$ cat src/rtl/dbg_route_pkg.sv
// Shared level type and fixed level codes for the debug gate/route block.
// Assumes four privilege levels encoded 0..3.
package dbg_route_pkg;
    localparam int NUM_LVL = 4;
    localparam int LVL_W   = $clog2(NUM_LVL);
    typedef logic [LVL_W-1:0] lvl_t;
    localparam lvl_t LVL_KERN = lvl_t'(1);
    localparam lvl_t LVL_HYP  = lvl_t'(2);
    localparam lvl_t LVL_MON  = lvl_t'(3);
endpackage

$ cat src/rtl/dbg_target_sel.sv
// Picks the privilege level that receives debug exceptions.
// Hypervisor routing wins, then a secure 32-bit monitor, else the kernel level.
// Purely combinational; assumes inputs are stable within the cycle.
module dbg_target_sel
    import dbg_route_pkg::*;
(
    input  logic hyp_en,
    input  logic trap_all,
    input  logic trap_dbg,
    input  logic mon_present,
    input  logic mon_wide,
    input  logic is_secure,
    output lvl_t tgt
);
    logic route_hyp;
    logic route_mon;

    // Decide routing by priority: hypervisor, monitor, kernel.
    always_comb begin
        route_hyp = hyp_en && (trap_all || trap_dbg);
        route_mon = mon_present && !mon_wide && is_secure;
        if (route_hyp)      tgt = LVL_HYP;
        else if (route_mon) tgt = LVL_MON;
        else                tgt = LVL_KERN;
    end
endmodule

$ cat src/rtl/dbg_enable_eval.sv
// Evaluates whether debug exceptions may be generated at the current level.
// Lock status overrides all; level 3 never generates; secure disable applies
// below level 3; same-level needs the kernel enable with the mask clear;
// otherwise the target must be above the current level. Combinational.
module dbg_enable_eval
    import dbg_route_pkg::*;
(
    input  lvl_t cur,
    input  lvl_t tgt,
    input  logic is_secure,
    input  logic sec_dbg_off,
    input  logic kern_dbg_en,
    input  logic dbg_mask,
    input  logic os_lock,
    input  logic dbl_lock,
    output logic en
);
    // Walk the checks in priority order.
    always_comb begin
        if (os_lock || dbl_lock)
            en = 1'b0;
        else if (cur == LVL_MON)
            en = 1'b0;
        else if (is_secure && sec_dbg_off)
            en = 1'b0;
        else if (cur == tgt)
            en = kern_dbg_en && !dbg_mask;
        else
            en = (tgt > cur);
    end
endmodule

$ cat src/rtl/dbg_gate_route.sv
// Top of the debug gate/route block: combines target selection and enable
// evaluation, derives the syndrome flag, breakpoint level and single-step
// state, and registers all outputs once. Synchronous active-low reset
// clears every output. Assumes one result per clock, one cycle of latency.
module dbg_gate_route
    import dbg_route_pkg::*;
(
    input  logic               clk,
    input  logic               rst_n,
    input  logic [LVL_W-1:0]   cur_lvl,
    input  logic               is_secure,
    input  logic               hyp_en,
    input  logic               trap_all,
    input  logic               trap_dbg,
    input  logic               mon_present,
    input  logic [NUM_LVL-1:0] lvl_wide,
    input  logic               sec_dbg_off,
    input  logic               kern_dbg_en,
    input  logic               dbg_mask,
    input  logic               os_lock,
    input  logic               dbl_lock,
    input  logic               step_bit,
    output logic               dbg_en,
    output logic [LVL_W-1:0]   tgt_lvl,
    output logic               same_lvl,
    output logic [LVL_W-1:0]   brk_lvl,
    output logic               step_act
);
    lvl_t tgt_c;
    lvl_t brk_c;
    logic en_c;
    logic same_c;
    logic step_c;

    dbg_target_sel u_tsel (
        .hyp_en      (hyp_en),
        .trap_all    (trap_all),
        .trap_dbg    (trap_dbg),
        .mon_present (mon_present),
        .mon_wide    (lvl_wide[LVL_MON]),
        .is_secure   (is_secure),
        .tgt         (tgt_c)
    );

    dbg_enable_eval u_eval (
        .cur         (cur_lvl),
        .tgt         (tgt_c),
        .is_secure   (is_secure),
        .sec_dbg_off (sec_dbg_off),
        .kern_dbg_en (kern_dbg_en),
        .dbg_mask    (dbg_mask),
        .os_lock     (os_lock),
        .dbl_lock    (dbl_lock),
        .en          (en_c)
    );

    // Derive syndrome flag, breakpoint level and single-step state.
    always_comb begin
        same_c = (tgt_c == cur_lvl);
        brk_c  = (tgt_c < cur_lvl) ? cur_lvl : tgt_c;
        step_c = step_bit && lvl_wide[tgt_c] && en_c;
    end

    // Register all outputs; reset clears them.
    always_ff @(posedge clk) begin
        if (!rst_n) begin
            dbg_en   <= 1'b0;
            tgt_lvl  <= '0;
            same_lvl <= 1'b0;
            brk_lvl  <= '0;
            step_act <= 1'b0;
        end else begin
            dbg_en   <= en_c;
            tgt_lvl  <= tgt_c;
            same_lvl <= same_c;
            brk_lvl  <= brk_c;
            step_act <= step_c;
        end
    end


    never_top_lvl_chk: assert property (@(posedge clk) disable iff (!rst_n)
        ($past(rst_n) && $past(cur_lvl) == LVL_MON) |-> !dbg_en);

    lock_block_chk: assert property (@(posedge clk) disable iff (!rst_n)
        ($past(rst_n) && ($past(os_lock) || $past(dbl_lock))) |-> !dbg_en);

    brk_floor_chk: assert property (@(posedge clk) disable iff (!rst_n)
        $past(rst_n) |-> (brk_lvl >= $past(cur_lvl)));

    step_needs_en_chk: assert property (@(posedge clk) disable iff (!rst_n)
        step_act |-> dbg_en);

    same_flag_chk: assert property (@(posedge clk) disable iff (!rst_n)
        $past(rst_n) |-> (same_lvl == (tgt_lvl == $past(cur_lvl))));

    reset_clear_chk: assert property (@(posedge clk) disable iff (!rst_n)
        !$past(rst_n) |-> (!dbg_en && !step_act));
endmodule

$ cat config.mk
export PLATFORM = sky130hd
export DESIGN_NAME = dbg_gate_route
export DESIGN_NICKNAME = d
export VERILOG_FILES = /design/src/rtl/dbg_route_pkg.sv /design/src/rtl/dbg_target_sel.sv /design/src/rtl/dbg_enable_eval.sv /design/src/rtl/dbg_gate_route.sv
export SDC_FILE = /design/constraint.sdc
export NUM_CORES = 1
export LEC_CHECK = 0
export CAP_MARGIN = 20
export CORE_AREA = 2 2 39 41
export CTS_CLUSTER_SIZE = 16
export DETAILED_ROUTE_END_ITERATION = 8
export DIE_AREA = 0 0 41 43
export PLACE_DENSITY = 0.72
export RECOVER_POWER = 100
export REMOVE_ABC_BUFFERS = 1
export SLEW_MARGIN = 20
export SYNTH_ARGS = -nofsm -noshare
export SYNTH_HDL_FRONTEND = slang
export SYNTH_SLANG_ARGS = --single-unit
$ cat constraint.sdc
create_clock -name clk -period 1.9 [get_ports clk]
set_clock_uncertainty 0.05 [all_clocks]
set_input_delay 0.285 -clock clk [delete_from_list [all_inputs] [get_ports clk]]
set_output_delay 0.285 -clock clk [all_outputs]
set_load 0.005 [all_outputs]
# Word-level counts from Yosys, hierarchy flattened
# Cells that the tools add are included.
[classes] n_lt_le_gt_ge=3 eq_ne=3 n_mux=9 reduce_logical=11
[ops] operator="1-bit logical AND" n=7
[ops] operator="2-bit 2-to-1 mux" n=3
[ops] operator="1-bit 2-to-1 mux" n=5
[ops] operator="2-bit == test" n=2
[ops] operator="2-bit by 3-bit less-than comparator with 1-bit output (second input constant)" n=1
[ops] operator="1-bit binary-select mux with 2-bit select" n=1
[ops] operator="2-bit == test (second input constant)" n=1
[ops] operator="2-bit greater-than comparator" n=1
[ops] operator="1-bit logical NOT" n=2
[ops] operator="1-bit logical OR" n=2
[ops] operator="2-bit less-than comparator" n=1
[word_totals] register_bits=7 in_bits=19 out_inout_bits=7 word_cells=31

# Logic depth before layout (Yosys ltp)
[depth] word_depth=11 ltp_mapped=6 ltp_nobuf=6

# Modules after synthesis
# From an unflattened synthesis, not the netlist that was laid out.
[hier_totals] hier_cells=38 area_unflattened_um2=375.4
[by_module_without_submodules] module="dbg_gate_route" instances=1 cells_per_inst=24 area_per_inst_um2=274.0 seq_area_each_um2=140.1
[by_module_without_submodules] module="dbg_enable_eval" instances=1 cells_per_inst=11 area_per_inst_um2=80.1 seq_area_each_um2=0.0
[by_module_without_submodules] module="dbg_target_sel" instances=1 cells_per_inst=3 area_per_inst_um2=21.3 seq_area_each_um2=0.0

# Worst setup path after synthesis
# No wires, ideal clock.
[synth_timing] path_type="input to register" from="in trap_dbg" to="reg brk_lvl[0]" setup_time_ns=0.122 t_arrival_ns=1.271 path_slack_ns=0.457 cell_stages=5 path_cell_list="o21ai_2 nand2_1 ha_1 nor2b_1 o311a_1"
[synth_via] elab_chain_cells=5
[synth_lines] element="start: declaration" line_no="dbg_gate_route.sv:14" source="input logic trap_dbg,"
[synth_lines] element="1-bit logical OR" line_no="dbg_target_sel.sv:20" source="route_hyp = hyp_en && (trap_all || trap_dbg);"
[synth_lines] element="1-bit logical AND" line_no="dbg_target_sel.sv:20"
[synth_lines] element="2-bit 2-to-1 mux" line_no="dbg_target_sel.sv:22" source="if (route_hyp) tgt = LVL_HYP;"
[synth_lines] element="net tgt_c[1]" line_no="dbg_gate_route.sv:29" source="lvl_t tgt_c;"
[synth_lines] element="2-bit less-than comparator" line_no="dbg_gate_route.sv:60" source="brk_c = (tgt_c < cur_lvl) ? cur_lvl : tgt_c;"
[synth_lines] element="2-bit 2-to-1 mux" line_no="dbg_gate_route.sv:60"
[synth_lines] element="end signal: assignment" line_no="dbg_gate_route.sv:76" source="brk_lvl <= brk_c;"
[synth_lines] element="end: declaration" line_no="dbg_gate_route.sv:26" source="output logic [LVL_W-1:0] brk_lvl,"
# The timed path passes the listed nets, and every way through them passes these cells.
# A chain may end at the register's enable or synchronous reset.

# Final worst setup path
[layout_timing] from="in trap_all" to="reg step_act"
[layout_via] elab_chain_cells=9 elab_cells_between_ends=13
[layout_lines] element="start: declaration" line_no="dbg_gate_route.sv:13" source="input logic trap_all,"
[layout_lines] element="1-bit logical OR (*)" line_no="dbg_target_sel.sv:20"
[layout_lines] element="1-bit logical AND (*)" line_no="dbg_target_sel.sv:20"
[layout_lines] element="2-bit 2-to-1 mux (*)" line_no="dbg_target_sel.sv:22"
[layout_lines] element="2-bit greater-than comparator / 2-bit == test (equally long branches)" line_no="dbg_enable_eval.sv:29, dbg_enable_eval.sv:26"
[layout_lines] element="1-bit 2-to-1 mux" line_no="dbg_enable_eval.sv:26" source="else if (cur == tgt)"
[layout_lines] element="1-bit 2-to-1 mux" line_no="dbg_enable_eval.sv:24" source="else if (is_secure && sec_dbg_off)"
[layout_lines] element="1-bit 2-to-1 mux" line_no="dbg_enable_eval.sv:22" source="else if (cur == LVL_MON)"
[layout_lines] element="1-bit 2-to-1 mux" line_no="dbg_enable_eval.sv:20" source="if (os_lock || dbl_lock)"
[layout_lines] element="1-bit logical AND (*)" line_no="dbg_gate_route.sv:61" source="step_c = step_bit && lvl_wide[tgt_c] && en_c;"
[layout_lines] element="end signal: assignment" line_no="dbg_gate_route.sv:77" source="step_act <= step_c;"
[layout_lines] element="end: declaration" line_no="dbg_gate_route.sv:27" source="output logic step_act"
# Mark *: on every way between the ends. The rest lies on a longest branch, timed or not. The select of a mux whose other input is x is not followed.

==> out/qor.csv <==
stage,metric,value,unit
sta,rsz0062_at_grt,no,
worst_setup_path,path_delay_family,buffers and inverters,
sta,hold_viol_final,0,
global_route,use_met1,0.127,
sta,setup_ws,0.117,ns
synthesis,yosysWarningCount,0,
global_route,use_met2,0.178,
clock_tree,cts_hold_buf,0,
drt,first_pass_iters,2,
worst_setup_path,setup.worst_path.start_class,input pin,
drt,avgRoutedWirePerCell,8.85,um
synthesis,syn_area,342,um2
global_route,grt_usage,0.106,
floorplanning,start_util,0.247,
final_layout,final_nets,94,
global_route,grt.overflow.total,0,
synthesis,synth_cell_type_count,19,
drt,drt-total-wl,770,um
min_path,worstHoldStart,step_bit,
clock_tree,clock_sinks,7,
synthesis,synthCells,35,
sta,fin_tns_setup,0,ns
placement,dp_slack,-0.151,ns
worst_setup_path,crit_fanout,4,
global_route,antenna_found_initial,0,
drt,drtIter0Drc,2,
global_route,grt-busiest-layer,met2,
sta,max_freq,0.561,GHz
floorplanning,core-area,0.00138,mm2
sta,slew_viol_final,0,
worst_setup_path,crit_slowest_cell,clkdlybuf4s50_1,
global_route,grt_pass1_vias,368,
clock_tree,clockBufferDepth,2,
clock_tree,cts_tree,built,
sta,finalCriticalPeriod,1.78,ns
worst_setup_path,end_kind,register,
sta,setup_viol,0,
sta,worst-slew-pin-transition,0.278,ns
floorplanning,io_pins,26,
min_path,holdPathEnd,step_act,
placement,hpwl,667,um
floorplanning,fp-row-count,14,
placement,port_buffers,24,
power,p_per_area,572,mW/mm2
worst_setup_path,critPathArrivalTime,1.89,ns
final_layout,instances_no_fill,87,
final_layout,drive_gt1_frac,0.225,
synthesis,yosysTopAreaCellShare,0.410,
worst_setup_path,crit_chain,clkdlybuf4s50_1 -> o21ai_4 -> buf_4 -> inv_2 -> ha_1 -> nand2_1 -> o211ai_1 -> nor4b_2,
power,finalPower,398,uW
clock_tree,cts_root_buffer,clkbuf_4,
global_route,met3_usage,0,
floorplanning,die_area,0.00176,mm2
floorplanning,die_h,43,um
min_path,hold_path.class,in -> reg,
job,maxCapViolCount,0,
clock_tree,clkSlewWorstSetupHoldPaths,0.05,ns
worst_setup_path,cp.buffers_inverters,3,
worst_setup_path,cpPeakStageDelay,0.46,ns
final_layout,area_growth,104,%
power,peakVddDrop,214,uV
global_route,grt_max_degree,5,
global_route,grt_first_pass_wirelength,1.32,mm
sta,slew_headroom,0.814,
synthesis,ys_ff_latch,7,
sta,period_share,0.938,
drt,remaining_drc_errors,0,
placement,gp_congestion,0.808,
synthesis,ys_seq_area_frac,0.410,
worst_setup_path,crit_type,in -> reg,
drt,avgViaCountPerCell,4.37,
floorplanning,die_w,41,um
final_layout,diodes,0,
drt,via_count,380,
min_path,holdPathStages,2,
clock_tree,cts_buffers,3,
worst_setup_path,crit_start,trap_all,
power,leakage,0.000320,uW
clock_tree,h-tree-depth,1,
placement,dp_cells,81,
worst_setup_path,cp.required,2.00,ns
synthesis,synth_top_cell_by_area,dfxtp_1,
drt,ant_nets,0,
synthesis,synthTopCellsByArea,"dfxtp_1 (41%), ha_1 (11%), nor2_1 (4.4%), nor4b_2 (4.4%), a22oi_2 (3.7%)",
outcome,outcome,completed,
synthesis,postSynthAreaPerCell,9.76,um2
[routing by layer]
| metal | share of wire | vias up |
|---|---|---|
| li1 | - | 196 |
| met3 | 0.051 | 0 |
| met5 | 0 | - |
| met4 | 0 | 0 |
| met1 | 0.40 | 169 |
| met2 | 0.55 | 15 |
[cells in the final DEF, fill, tap and decap left out, types with 2 or more instances in the layout]
cell type	count
clkbuf_4	5
ha_1	3
a21oi_1	2
nor2b_1	2
inv_1	3
dlygate4sd3_1	7
dfxtp_1	7
buf_4	6
nor2_1	4
nand2_1	2
clkdlybuf4s50_1	17
[Yosys cell counts]
| master | instances |
|---|---|
| dfxtp_1 | 7 |
| nor2_1 | 4 |
| ha_1 | 3 |
| inv_1 | 3 |
| a21oi_1 | 2 |
| nand2_1 | 2 |
| nor2b_1 | 2 |
| a22oi_2 | 1 |
| a31oi_1 | 1 |
| inv_2 | 1 |
| nand2b_1 | 1 |
| nand3b_1 | 1 |
| nor3b_2 | 1 |
| nor4b_2 | 1 |
| o211a_1 | 1 |
| o211ai_1 | 1 |
| o21ai_2 | 1 |
| o21bai_1 | 1 |
| o311a_1 | 1 |
[through the flow]
stage,hold WS (ns),area [um2],util
2_1_floorplan,0.366,342,-
3_3_place_gp,0.842,647,0.467
3_5_place_dp,0.842,647,0.467
4_1_cts,0.592,673,0.486
5_1_grt,0.607,696,0.503
6_report,0.589,696,0.503
[kinds of logic after synthesis]
logic type / share of synthesized area
compound gates: 0.212
flops: 0.410
fa+ha+maj: 0.110
simple gates: 0.223
buf+inv: 0.0439
[sequential cells by signal (all words and copies together), names as in the netlist]
name      flops
dbg_en        1
brk_lvl       2
step_act      1
same_lvl      1
tgt_lvl       2
[how the worst max path moves through the flow]
stage                      end  depth (start not counted)
floorplan           brk_lvl[0]                          5
global placement      step_act                          7
detailed placement    step_act                          7
CTS                   step_act                          7
global route          step_act                          7
finish                step_act                          8
[report_power, final]
part / switching [uW] / internal (uW)
Sequential: 1.52 / 156
Combinational: 39.2 / 74.4
Clock: 47.3 / 79.7
Total: 88.0 / 310
[final cells by class]
| type | count | area (um2) |
|---|---|---|
| fill | 153 | 688 |
| timing repair buffer | 32 | 300 |
| multi-input combinational | 24 | 194 |
| sequential | 7 | 140 |
| clock buffer | 4 | 26.3 |
| tap | 16 | 20.0 |
| inverter | 4 | 15.0 |
[timing repair]
item	in CTS	in global routing
gates resized for setup	0	1
setup buffers	0	2
setup endpoints to repair	0	1
Power figures use the tool's default switching activity.
